--- src/rtl/ars_pkg.sv ---
package ars_pkg;

    typedef enum logic [2:0] {
        PH_IDLE,
        PH_TURN,
        PH_SETUP,
        PH_STROBE,
        PH_HOLD
    } phase_e;

    typedef struct packed {
        logic bus;   // chip select held active
        logic oe;    // output enable active
    } pin_ctl_t;

    function automatic pin_ctl_t phase_pins(phase_e p);
        pin_ctl_t c;
        c.bus = (p == PH_SETUP) || (p == PH_STROBE) || (p == PH_HOLD);
        c.oe  = (p == PH_STROBE);
        return c;
    endfunction

endpackage

--- src/rtl/ars_cfg_sel.sv ---
module ars_cfg_sel #(
    parameter int NUM_CS = 4,
    parameter int CNT_W  = 4,
    parameter int CS_W   = 2
) (
    input  logic [NUM_CS*CNT_W-1:0] turn_f,
    input  logic [NUM_CS*CNT_W-1:0] setup_f,
    input  logic [NUM_CS*CNT_W-1:0] strobe_f,
    input  logic [NUM_CS*CNT_W-1:0] hold_f,
    input  logic [NUM_CS-1:0]       mode_f,
    input  logic [CS_W-1:0]         sel,
    output logic [CNT_W-1:0]        turn,
    output logic [CNT_W-1:0]        setup,
    output logic [CNT_W-1:0]        strobe,
    output logic [CNT_W-1:0]        hold,
    output logic                    mode
);
    logic [CNT_W-1:0] turn_a   [NUM_CS];
    logic [CNT_W-1:0] setup_a  [NUM_CS];
    logic [CNT_W-1:0] strobe_a [NUM_CS];
    logic [CNT_W-1:0] hold_a   [NUM_CS];

    for (genvar g = 0; g < NUM_CS; g++) begin : g_unpack
        assign turn_a[g]   = turn_f[g*CNT_W +: CNT_W];
        assign setup_a[g]  = setup_f[g*CNT_W +: CNT_W];
        assign strobe_a[g] = strobe_f[g*CNT_W +: CNT_W];
        assign hold_a[g]   = hold_f[g*CNT_W +: CNT_W];
    end

    assign turn   = turn_a[sel];
    assign setup  = setup_a[sel];
    assign strobe = strobe_a[sel];
    assign hold   = hold_a[sel];
    assign mode   = mode_f[sel];
endmodule

--- src/rtl/ars_phase_ctrl.sv ---
module ars_phase_ctrl
    import ars_pkg::*;
#(
    parameter int ADDR_W = 16,
    parameter int LEN_W  = 3,
    parameter int CNT_W  = 4,
    parameter int CS_W   = 2
) (
    input  logic              clk,
    input  logic              rst,
    input  logic              req_valid,
    input  logic [ADDR_W-1:0] req_addr,
    input  logic [LEN_W-1:0]  req_len,
    input  logic [CS_W-1:0]   req_cs,
    input  logic              req_grant,
    input  logic [CNT_W-1:0]  t_turn,
    input  logic [CNT_W-1:0]  t_setup,
    input  logic [CNT_W-1:0]  t_strobe,
    input  logic [CNT_W-1:0]  t_hold,
    output phase_e            phase,
    output logic [CS_W-1:0]   cur_cs,
    output logic [ADDR_W-1:0] cur_addr,
    output logic              strobe_last,
    output logic              done_pulse,
    output logic              abort_pulse
);
    logic [CNT_W-1:0] cnt;
    logic [LEN_W-1:0] beats_left;
    logic             hist_valid;
    logic [CS_W-1:0]  hist_cs;
    logic             skip_turn;

    assign skip_turn   = hist_valid && (hist_cs == req_cs);
    assign strobe_last = (phase == PH_STROBE) && (cnt == '0);

    always_ff @(posedge clk) begin
        if (rst) begin
            phase       <= PH_IDLE;
            cnt         <= '0;
            beats_left  <= '0;
            cur_cs      <= '0;
            cur_addr    <= '0;
            hist_valid  <= 1'b0;
            hist_cs     <= '0;
            done_pulse  <= 1'b0;
            abort_pulse <= 1'b0;
        end else begin
            done_pulse  <= 1'b0;
            abort_pulse <= 1'b0;
            unique case (phase)
                PH_IDLE: begin
                    if (req_valid) begin
                        cur_cs     <= req_cs;
                        cur_addr   <= req_addr;
                        beats_left <= req_len;
                        if (skip_turn || (t_turn == '0)) begin
                            if (req_grant) begin
                                phase <= PH_SETUP;
                                cnt   <= t_setup;
                            end else begin
                                abort_pulse <= 1'b1;
                                hist_valid  <= 1'b0;
                            end
                        end else begin
                            phase <= PH_TURN;
                            cnt   <= t_turn - 1'b1;
                        end
                    end
                end
                PH_TURN: begin
                    if (cnt != '0) begin
                        cnt <= cnt - 1'b1;
                    end else if (req_grant) begin
                        phase <= PH_SETUP;
                        cnt   <= t_setup;
                    end else begin
                        phase       <= PH_IDLE;
                        abort_pulse <= 1'b1;
                        hist_valid  <= 1'b0;
                    end
                end
                PH_SETUP: begin
                    if (cnt != '0) begin
                        cnt <= cnt - 1'b1;
                    end else begin
                        phase <= PH_STROBE;
                        cnt   <= t_strobe;
                    end
                end
                PH_STROBE: begin
                    if (cnt != '0) begin
                        cnt <= cnt - 1'b1;
                    end else begin
                        phase <= PH_HOLD;
                        cnt   <= t_hold;
                    end
                end
                PH_HOLD: begin
                    if (cnt != '0) begin
                        cnt <= cnt - 1'b1;
                    end else if (beats_left == '0) begin
                        phase      <= PH_IDLE;
                        done_pulse <= 1'b1;
                        hist_valid <= 1'b1;
                        hist_cs    <= cur_cs;
                    end else begin
                        phase      <= PH_SETUP;
                        cnt        <= t_setup;
                        beats_left <= beats_left - 1'b1;
                        cur_addr   <= cur_addr + 1'b1;
                    end
                end
                default: phase <= PH_IDLE;
            endcase
        end
    end
endmodule

--- src/rtl/ars_pin_drv.sv ---
module ars_pin_drv
    import ars_pkg::*;
#(
    parameter int NUM_CS = 4,
    parameter int ADDR_W = 16,
    parameter int DATA_W = 16,
    parameter int CS_W   = 2,
    parameter int BE_W   = 2
) (
    input  logic              clk,
    input  logic              rst,
    input  phase_e            phase,
    input  logic [CS_W-1:0]   cur_cs,
    input  logic [ADDR_W-1:0] cur_addr,
    input  logic              cs_mode,
    input  logic              strobe_last,
    input  logic [DATA_W-1:0] mem_din,
    output logic [NUM_CS-1:0] mem_cs_n,
    output logic              mem_oe_n,
    output logic              mem_we_n,
    output logic [BE_W-1:0]   mem_be_n,
    output logic [ADDR_W-1:0] mem_addr,
    output logic [DATA_W-1:0] rd_data,
    output logic              rd_valid
);
    pin_ctl_t ctl;

    assign ctl = phase_pins(phase);

    for (genvar g = 0; g < NUM_CS; g++) begin : g_cs
        assign mem_cs_n[g] = ~(ctl.bus && (cur_cs == CS_W'(g)));
    end

    assign mem_oe_n = ~ctl.oe;
    assign mem_we_n = 1'b1;
    assign mem_be_n = (ctl.bus && !cs_mode) ? '0 : '1;
    assign mem_addr = cur_addr;

    always_ff @(posedge clk) begin
        if (rst) begin
            rd_valid <= 1'b0;
            rd_data  <= '0;
        end else begin
            rd_valid <= strobe_last;
            if (strobe_last) rd_data <= mem_din;
        end
    end
endmodule

--- src/rtl/async_rd_seq.sv ---
module async_rd_seq
    import ars_pkg::*;
#(
    parameter int NUM_CS = 4,
    parameter int ADDR_W = 16,
    parameter int DATA_W = 16,
    parameter int LEN_W  = 3,
    parameter int CNT_W  = 4,
    localparam int CS_W  = (NUM_CS > 1) ? $clog2(NUM_CS) : 1,
    localparam int BE_W  = DATA_W / 8
) (
    input  logic                    clk,
    input  logic                    rst,
    input  logic                    req_valid,
    input  logic [ADDR_W-1:0]       req_addr,
    input  logic [LEN_W-1:0]        req_len,
    input  logic [CS_W-1:0]         req_cs,
    input  logic                    req_grant,
    output logic                    req_ready,
    input  logic [NUM_CS*CNT_W-1:0] cfg_turn,
    input  logic [NUM_CS*CNT_W-1:0] cfg_setup,
    input  logic [NUM_CS*CNT_W-1:0] cfg_strobe,
    input  logic [NUM_CS*CNT_W-1:0] cfg_hold,
    input  logic [NUM_CS-1:0]       cfg_mode,
    output logic [NUM_CS-1:0]       mem_cs_n,
    output logic                    mem_oe_n,
    output logic                    mem_we_n,
    output logic [BE_W-1:0]         mem_be_n,
    output logic [ADDR_W-1:0]       mem_addr,
    input  logic [DATA_W-1:0]       mem_din,
    output logic [DATA_W-1:0]       rd_data,
    output logic                    rd_valid,
    output logic                    done_pulse,
    output logic                    abort_pulse
);
    phase_e            phase;
    logic [CS_W-1:0]   cur_cs;
    logic [CS_W-1:0]   sel_cs;
    logic [ADDR_W-1:0] cur_addr;
    logic [CNT_W-1:0]  t_turn, t_setup, t_strobe, t_hold;
    logic              t_mode;
    logic              strobe_last;

    assign req_ready = (phase == PH_IDLE);
    assign sel_cs    = (phase == PH_IDLE) ? req_cs : cur_cs;

    ars_cfg_sel #(.NUM_CS(NUM_CS), .CNT_W(CNT_W), .CS_W(CS_W)) cfg_i (
        .turn_f(cfg_turn), .setup_f(cfg_setup), .strobe_f(cfg_strobe),
        .hold_f(cfg_hold), .mode_f(cfg_mode), .sel(sel_cs),
        .turn(t_turn), .setup(t_setup), .strobe(t_strobe),
        .hold(t_hold), .mode(t_mode)
    );

    ars_phase_ctrl #(.ADDR_W(ADDR_W), .LEN_W(LEN_W), .CNT_W(CNT_W), .CS_W(CS_W)) ctrl_i (
        .clk(clk), .rst(rst), .req_valid(req_valid), .req_addr(req_addr),
        .req_len(req_len), .req_cs(req_cs), .req_grant(req_grant),
        .t_turn(t_turn), .t_setup(t_setup), .t_strobe(t_strobe), .t_hold(t_hold),
        .phase(phase), .cur_cs(cur_cs), .cur_addr(cur_addr),
        .strobe_last(strobe_last), .done_pulse(done_pulse), .abort_pulse(abort_pulse)
    );

    ars_pin_drv #(.NUM_CS(NUM_CS), .ADDR_W(ADDR_W), .DATA_W(DATA_W),
                  .CS_W(CS_W), .BE_W(BE_W)) pins_i (
        .clk(clk), .rst(rst), .phase(phase), .cur_cs(cur_cs), .cur_addr(cur_addr),
        .cs_mode(t_mode), .strobe_last(strobe_last), .mem_din(mem_din),
        .mem_cs_n(mem_cs_n), .mem_oe_n(mem_oe_n), .mem_we_n(mem_we_n),
        .mem_be_n(mem_be_n), .mem_addr(mem_addr), .rd_data(rd_data), .rd_valid(rd_valid)
    );
endmodule

--- config.mk ---
export PLATFORM = sky130hd
export DESIGN_NAME = async_rd_seq
export DESIGN_NICKNAME = d
export VERILOG_FILES = /design/src/rtl/ars_pkg.sv /design/src/rtl/ars_cfg_sel.sv /design/src/rtl/ars_phase_ctrl.sv /design/src/rtl/ars_pin_drv.sv /design/src/rtl/async_rd_seq.sv
export SDC_FILE = /design/constraint.sdc
export NUM_CORES = 1
export LEC_CHECK = 0
export BUFFER_PORTS_ARGS = -buffer_cell sky130_fd_sc_hd__buf_2
export CAP_MARGIN = 20
export CORE_MARGIN = 5
export CORE_UTILIZATION = 54
export CTS_BUF_LIST = sky130_fd_sc_hd__clkbuf_8
export DETAILED_ROUTE_END_ITERATION = 7
export GPL_TIMING_DRIVEN = 0
export PLACE_DENSITY_LB_ADDON = 0.2
export SYNTH_ARGS = -nofsm -noshare
export SYNTH_HDL_FRONTEND = slang
export SYNTH_SLANG_ARGS = --single-unit
--- constraint.sdc ---
create_clock -name clk -period 7.02 [get_ports clk]
set_input_delay 1.755 -clock clk [delete_from_list [all_inputs] [get_ports clk]]
set_output_delay 1.755 -clock clk [all_outputs]
set_load 0.005 [all_outputs]
==> results of run 1 <==
-- area by class of cell --
| type | instances | area, sq um | area share, % |
|---|---|---|---|
| multi-input cells | 398 | 2380 | 52.1 |
| flip-flops and latches | 50 | 1000 | 21.9 |
| repair buffers | 149 | 746 | 16.3 |
| plain buffers | 40 | 185 | 4.05 |
| well taps | 77 | 96.3 | 2.11 |
| clock buffers | 5 | 68.8 | 1.51 |
| clock inverters | 3 | 48.8 | 1.07 |
| inverters | 11 | 41.3 | 0.904 |
-- synth_stat cells, types with 2 or more instances --
| master | number |
|---|---|
| a211oi_1 | 11 |
| a21boi_0 | 3 |
| a21o_1 | 2 |
| a21oi_1 | 42 |
| a221oi_1 | 3 |
| a22o_1 | 6 |
| a22oi_1 | 7 |
| a311o_1 | 2 |
| a311oi_1 | 3 |
| a31o_2 | 2 |
| a31oi_1 | 3 |
| a32oi_2 | 2 |
| and2_1 | 5 |
| and3_1 | 7 |
| buf_1 | 3 |
| buf_2 | 7 |
| buf_4 | 3 |
| buf_6 | 2 |
| clkbuf_1 | 25 |
| dfxtp_1 | 50 |
| ha_1 | 5 |
| inv_1 | 11 |
| mux2i_1 | 28 |
| nand2_1 | 101 |
| nand2b_1 | 6 |
| nand3_1 | 30 |
| nand3b_1 | 5 |
| nand4_1 | 5 |
| nor2_1 | 31 |
| nor3_1 | 9 |
| nor4_1 | 3 |
| o21ai_0 | 27 |
| o221ai_1 | 3 |
| o22ai_1 | 3 |
| o31a_1 | 3 |
| o31ai_1 | 5 |
| o32ai_1 | 2 |
| or3_1 | 4 |
| or3b_2 | 2 |
| or4b_1 | 2 |
| xnor2_1 | 4 |
-- power breakdown --
group	internal (W)	leakage, nW	switching, W
sequential	0.000332	0.408	0.0000457
combinational	0.000365	1.55	0.000545
clock	0.000109	0.0563	0.000109
-- tightest hold or removal path, cell delays in order (launching register included) --
cell     delay, ps
dfxtp_1        320
nand2_1         50
a21oi_1         50
-- cells by family (layout without fill, tap and decap cells) --
kind of cell	after synthesis	in the layout	synth area share, %
and+or+nand+nor	217	217	27.9
xor gates and xnor gates	5	5	1.21
AOI/OAI and AO/OA	142	142	27.2
DFF	50	50	27.7
buffers and inverters	51	208	6.27
adders and majority gates	5	5	1.73
muxes	28	28	7.76
other	1	1	0.104
-- per-layer routing --
| layer | up-vias | GRT usage, % | routed length, um | part of all wire [%] |
|---|---|---|---|---|
| met3 | 19 | 6.38 | 1210 | 10 |
| met1 | 1988 | 33.7 | 4910 | 41 |
| met5 | - | 0 | 0 | 0 |
| met4 | 0 | 9.41 | 201 | 1.7 |
| li1 | 2121 | - | - | - |
| met2 | 241 | 45.5 | 5560 | 47 |
-- state kept, by name (all words and copies together) (netlist names) --
name,cells
ctrl_i.cur_addr,16
ctrl_i.phase,3
ctrl_i.hist_valid,1
ctrl_i.cur_cs,2
ctrl_i.hist_cs,2
pins_i.rd_data,16
ctrl_i.beats_left,3
ctrl_i.cnt,4
pins_i.rd_valid,1
ctrl_i.abort_pulse,1
ctrl_i.done_pulse,1
-- cells in the final DEF, fill, tap and decap left out, drive strengths merged, types with 3 or more instances in the layout --
cell type    n
a211oi      12
a21boi       3
a21oi       42
a221oi       3
a22o         6
a22oi        7
a311oi       3
a31oi        3
a32oi        3
and2         5
and3         7
buf        164
clkbuf      30
dfxtp       50
ha           5
inv         12
mux2i       28
nand2      102
nand2b       6
nand3       30
nand3b       5
nand4        5
nor2        33
nor3         9
nor4         3
o21ai       28
o221ai       3
o22ai        3
o31a         3
o31ai        6
or3          4
xnor2        4
-- through the flow --
stage,worst slack [ps],hold WS [ps]
2_1_floorplan,2100,449
3_3_place_gp,1750,439
3_5_place_dp,1720,443
4_1_cts,1710,458
6_report,1700,459
5_1_grt,1600,480
-- worst paths after layout --
| kind | to | startpoint |
|---|---|---|
| worst min-delay path | pins_i.rd_data[6]$_SDFFE_PP0P_ | pins_i.rd_data[6]$_SDFFE_PP0P_ |
| worst max-delay path | mem_be_n[1] | req_cs[0] |
| worst min register to register | pins_i.rd_data[6]$_SDFFE_PP0P_ | pins_i.rd_data[6]$_SDFFE_PP0P_ |
| worst max register to register | ctrl_i.cnt[3]$_SDFFE_PP0P_ | ctrl_i.phase[2]$_SDFFE_PP0P_ |
==> flow_summary.ini, run 1 <==
[pwr]
vdd_drop_max_uv = 171
total_leakage_power_nw = 2.02
finalPower_w = 0.00151
p_per_area_mw_per_mm2 = 330

[synthesis]
syn_inst = 499
synth_fp_nets = 613
yosys_warnings = 0
synth_cell_type_count = 63
synth_seq_cells = 50
async_flop_share_pct = 0
yosysSeqAreaShare_pct = 27.7
syn-cell-area_sq_mm = 0.00361
synth_area_leaders = dfxtp_1 (28%), nand2_1 (11%), mux2i_1 (7.8%)
synth_largest_area_cell = dfxtp_1
synth_edf_count = 0
synth_ff_type = dfxtp_1
syn_avg_cell_area_sq_um = 7.23
synth_top_area_share_pct = 27.7

[timing]
grt_setup_unrepaired = no
setup_viol = 0
clock_skew_ps = 6.85
fmax_mhz = 188
slew_viol_final = 0
maxSlewHeadroom_pct = 43.3
fin_crit_sh_pct = 75.7
layout_min_cycle_time_ps = 5320
tightest_slew_ps = 848
finalHoldViolCount = 0
setup_tns_ps = 0

[routing]
viasPerCell = 5.96
drt_iter0_markers = 363
drc = 0
vias = 4369
drtPass1Iterations = 6
post_drt_wl_per_cell_um = 16.2
routed_wl_mm = 11.9
antenna_left = 0

[critical_path]
reg2reg_depth = 12
critPathMostFrequentCell = buf_2
path_max_fanout = 10
start_kind = input pin
required_ps = 5270
rrSetupSlack_ps = 3730
cp.depth = 12
critPathSlowestCell = or4b_1
slowest_delay_ps = 420
crit_buf_inv = 6
crit_arrival_ps = 3560
worstPathCellList = buf_2, or4b_1, buf_2, nand2_2, buf_6, buf_2, nand2_1, nand3_1, nand2_1, nand2_1, buf_4, buf_2
critPathTopFamily = buffers and inverters
crit_type = input pin to output port
end_kind = output port

[place]
hpwl_mm = 9.20
gp_congestion = 0.949
dpl_cell_area_sq_mm = 0.00445
io_buffers = 149
placedCellCount = 725

[die]
dieArea_sq_mm = 0.00842
io_pins = 153
fp.dieW_um = 91.8
initial_utilization_pct = 56.2
rows = 29
die_h_um = 91.8
core_area_sq_mm = 0.00642

[final_layout]
finalNetCount = 769
final_area_sq_mm = 0.00457
antenna_cells = 0
utilization_pct = 71.1
fillers = 566
final_cells = 733
syn_to_final_growth_pct = 26.6
drive_gt1_share_pct = 27.9

[clocking]
numCtsBuffers = 5
cts_tree = built
ctsResizeCount = 0
clk_root_buffer_cell = clkbuf_8
path_clk_slew_ps = 100
cts_sinks = 50
clockBufferDepth = 2
cts_hold_buf = 0
clk_latency_ps = 320
post_cts_buffers = 0
htreeDepth = 2

[grt]
grt_pass1_wl_mm = 19.0
grt_max_degree = 18
antenna_found_initial = 0
grt_usage_pct = 27.0
grt_pass1_vias = 4051
grt_overflow = 0

[job]
maxCapViolCount = 0

[status]
outcome = finished clean

[min_path]
hold_depth = 2
min_path_type = flop to flop
Note: power is estimated with default switching activity, not from simulation.
==> run 2: changes to the inputs <==
CORE_UTILIZATION = 50   (was 54)
clock period = 4.9 ns   (was 7.02 ns; I/O delays follow)
==> run 2 against run 1 <==
Sequential share of layout area decreased by 0.13 points; cell area is 0.58% higher; clock-buffer cell count is the same; flip-flop and latch count unchanged; combinational power increased by 44%; register-to-register slack worse by 2300 ps; total power increased by 44%; first-iteration DRC count decreased by 36%.
==> flow_summary.ini, run 2 (synthesis results as in run 1) <==
[clocking]
cts_tree = built
clk_latency_ps = 320
cts_hold_buf = 0
cts_sinks = 50
path_clk_slew_ps = 100
clk_root_buffer_cell = clkbuf_8
ctsResizeCount = 0
clockBufferDepth = 2
numCtsBuffers = 5
post_cts_buffers = 0
htreeDepth = 2

[place]
gp_congestion = 0.903
io_buffers = 149
hpwl_mm = 9.35

[routing]
antenna_left = 0
met2RoutedLength_mm = 5.85
post_drt_wl_per_cell_um = 16.0
viasPerCell = 5.75
drt_iter0_markers = 233
dr.max_layer_used = met4
drc = 0
vias = 4344
wl_met3_mm = 1.04
drt-met1-wl_mm = 4.96
drtPass1Iterations = 5
routed_wl_mm = 12.1

[final_layout]
fillers = 726
finalNetCount = 769
syn_to_final_growth_pct = 27.3
drive_gt1_share_pct = 27.9
final_common_cell = buf_2
antenna_cells = 0
final_cell_mix = buf_2 (156), nand2_1 (101), dfxtp_1 (50), a21oi_1 (42), nor2_1 (31)
top_regs = ctrl_i.cur_addr: 16 flops, pins_i.rd_data: 16 flops, ctrl_i.cnt: 4 flops
utilization_pct = 64.4

[timing]
maxSlewHeadroom_pct = 36.8
setup_viol = 0
fin_crit_sh_pct = 86.2
clock_skew_ps = 13.3
grt_setup_unrepaired = no
fmax_mhz = 237
layout_min_cycle_time_ps = 4230
finalHoldViolCount = 0
tightest_slew_ps = 935
slew_viol_final = 0
setup_tns_ps = 0

[pwr]
p_per_area_mw_per_mm2 = 471
pwr-share-comb_pct = 60.7
clkPwrFrac_pct = 14.3
p_sw_share_pct = 46.7
p_switching_w = 0.00101
total_leakage_power_nw = 2.02
vdd_drop_max_uv = 211
pwr-share-seq_pct = 24.9
p_int_w = 0.00115

[grt]
grt_usage_pct = 25.4
antenna_found_initial = 0
grt_max_degree = 18
grt_pass1_wl_mm = 18.4
grt_pass1_vias = 4094
grt_overflow = 0

[critical_path]
end_kind = output port
reg2reg_depth = 12
crit_type = input pin to output port
path_max_fanout = 10
start_kind = input pin
required_ps = 3670
crit_arrival_ps = 3000

[die]
io_pins = 153
core_area_sq_mm = 0.00714
rows = 31
die_h_um = 95.0
dieArea_sq_mm = 0.00902
fp.dieW_um = 95.0
initial_utilization_pct = 50.6

[job]
maxCapViolCount = 0

[min_path]
hold_depth = 2
min_path_type = flop to flop

[status]
outcome = finished clean
run 2: cell count changes in the layout (fill, tap and decap cells not counted):
cell        change
clkinv_4        +1
clkinvlp_4      -1
inv_6           +1
inv_8           -1
run 2: power by group through the flow:
stage                     sequential (W)  combinational [W]  clock [W]
after floorplan                 0.000537           0.000938          0
after global placement          0.000543            0.00127          0
after CTS                       0.000538            0.00130   0.000313
final                           0.000540            0.00131   0.000310
after detailed placement        0.000546            0.00129          0
after global routing            0.000550            0.00142   0.000327
run 2: area by class of cell:
cell class / count / area [sq um] / share of cell area (%)
repair buffers: 149 / 746 / 16.2
inverters: 11 / 41.3 / 0.898
flip-flops and latches: 50 / 1000 / 21.8
plain buffers: 40 / 185 / 4.03
well taps: 99 / 124 / 2.70
clock buffers: 5 / 68.8 / 1.50
clock inverters: 3 / 47.5 / 1.03
multi-input cells: 398 / 2380 / 51.8
run 2: path summary, 6_finish.rpt:
kind                                                     start                              to  slack [ps]
worst max-delay path                                 req_cs[1]                     mem_be_n[1]         670
worst min-delay path            pins_i.rd_data[8]$_SDFFE_PP0P_  pins_i.rd_data[8]$_SDFFE_PP0P_         460
worst max register to register    ctrl_i.phase[2]$_SDFFE_PP0P_      ctrl_i.cnt[3]$_SDFFE_PP0P_        1450
worst min register to register  pins_i.rd_data[8]$_SDFFE_PP0P_  pins_i.rd_data[8]$_SDFFE_PP0P_         460
run 2: layer usage:
metal	vias to the layer above	GRT usage, %
li1	2109	-
met1	2012	30.3
met2	201	45.3
met3	22	4.38
met4	0	9.25
met5	-	0
run 2: critical path, stage by stage:
cell and delay [ps]:
buf_2 110, or4b_1 500, nand2_1 110, buf_2 280, buf_2 290, nand3_1 90
nand2_1 70, nand2_1 60, buf_4 140, buf_2 120
run 2: through the flow:
stage / cells / worst slack (ps) / hold slack (ps) / total power (W) / area [sq um]
floorplan: 499 / 1040 / 449 / 0.00148 / 3610
global placement: 747 / 696 / 439 / 0.00181 / 4480
detailed placement: 747 / 669 / 447 / 0.00183 / 4480
CTS: 755 / 665 / 462 / 0.00215 / 4600
global route: 755 / 525 / 480 / 0.00230 / 4600
finish: 755 / 674 / 457 / 0.00216 / 4600
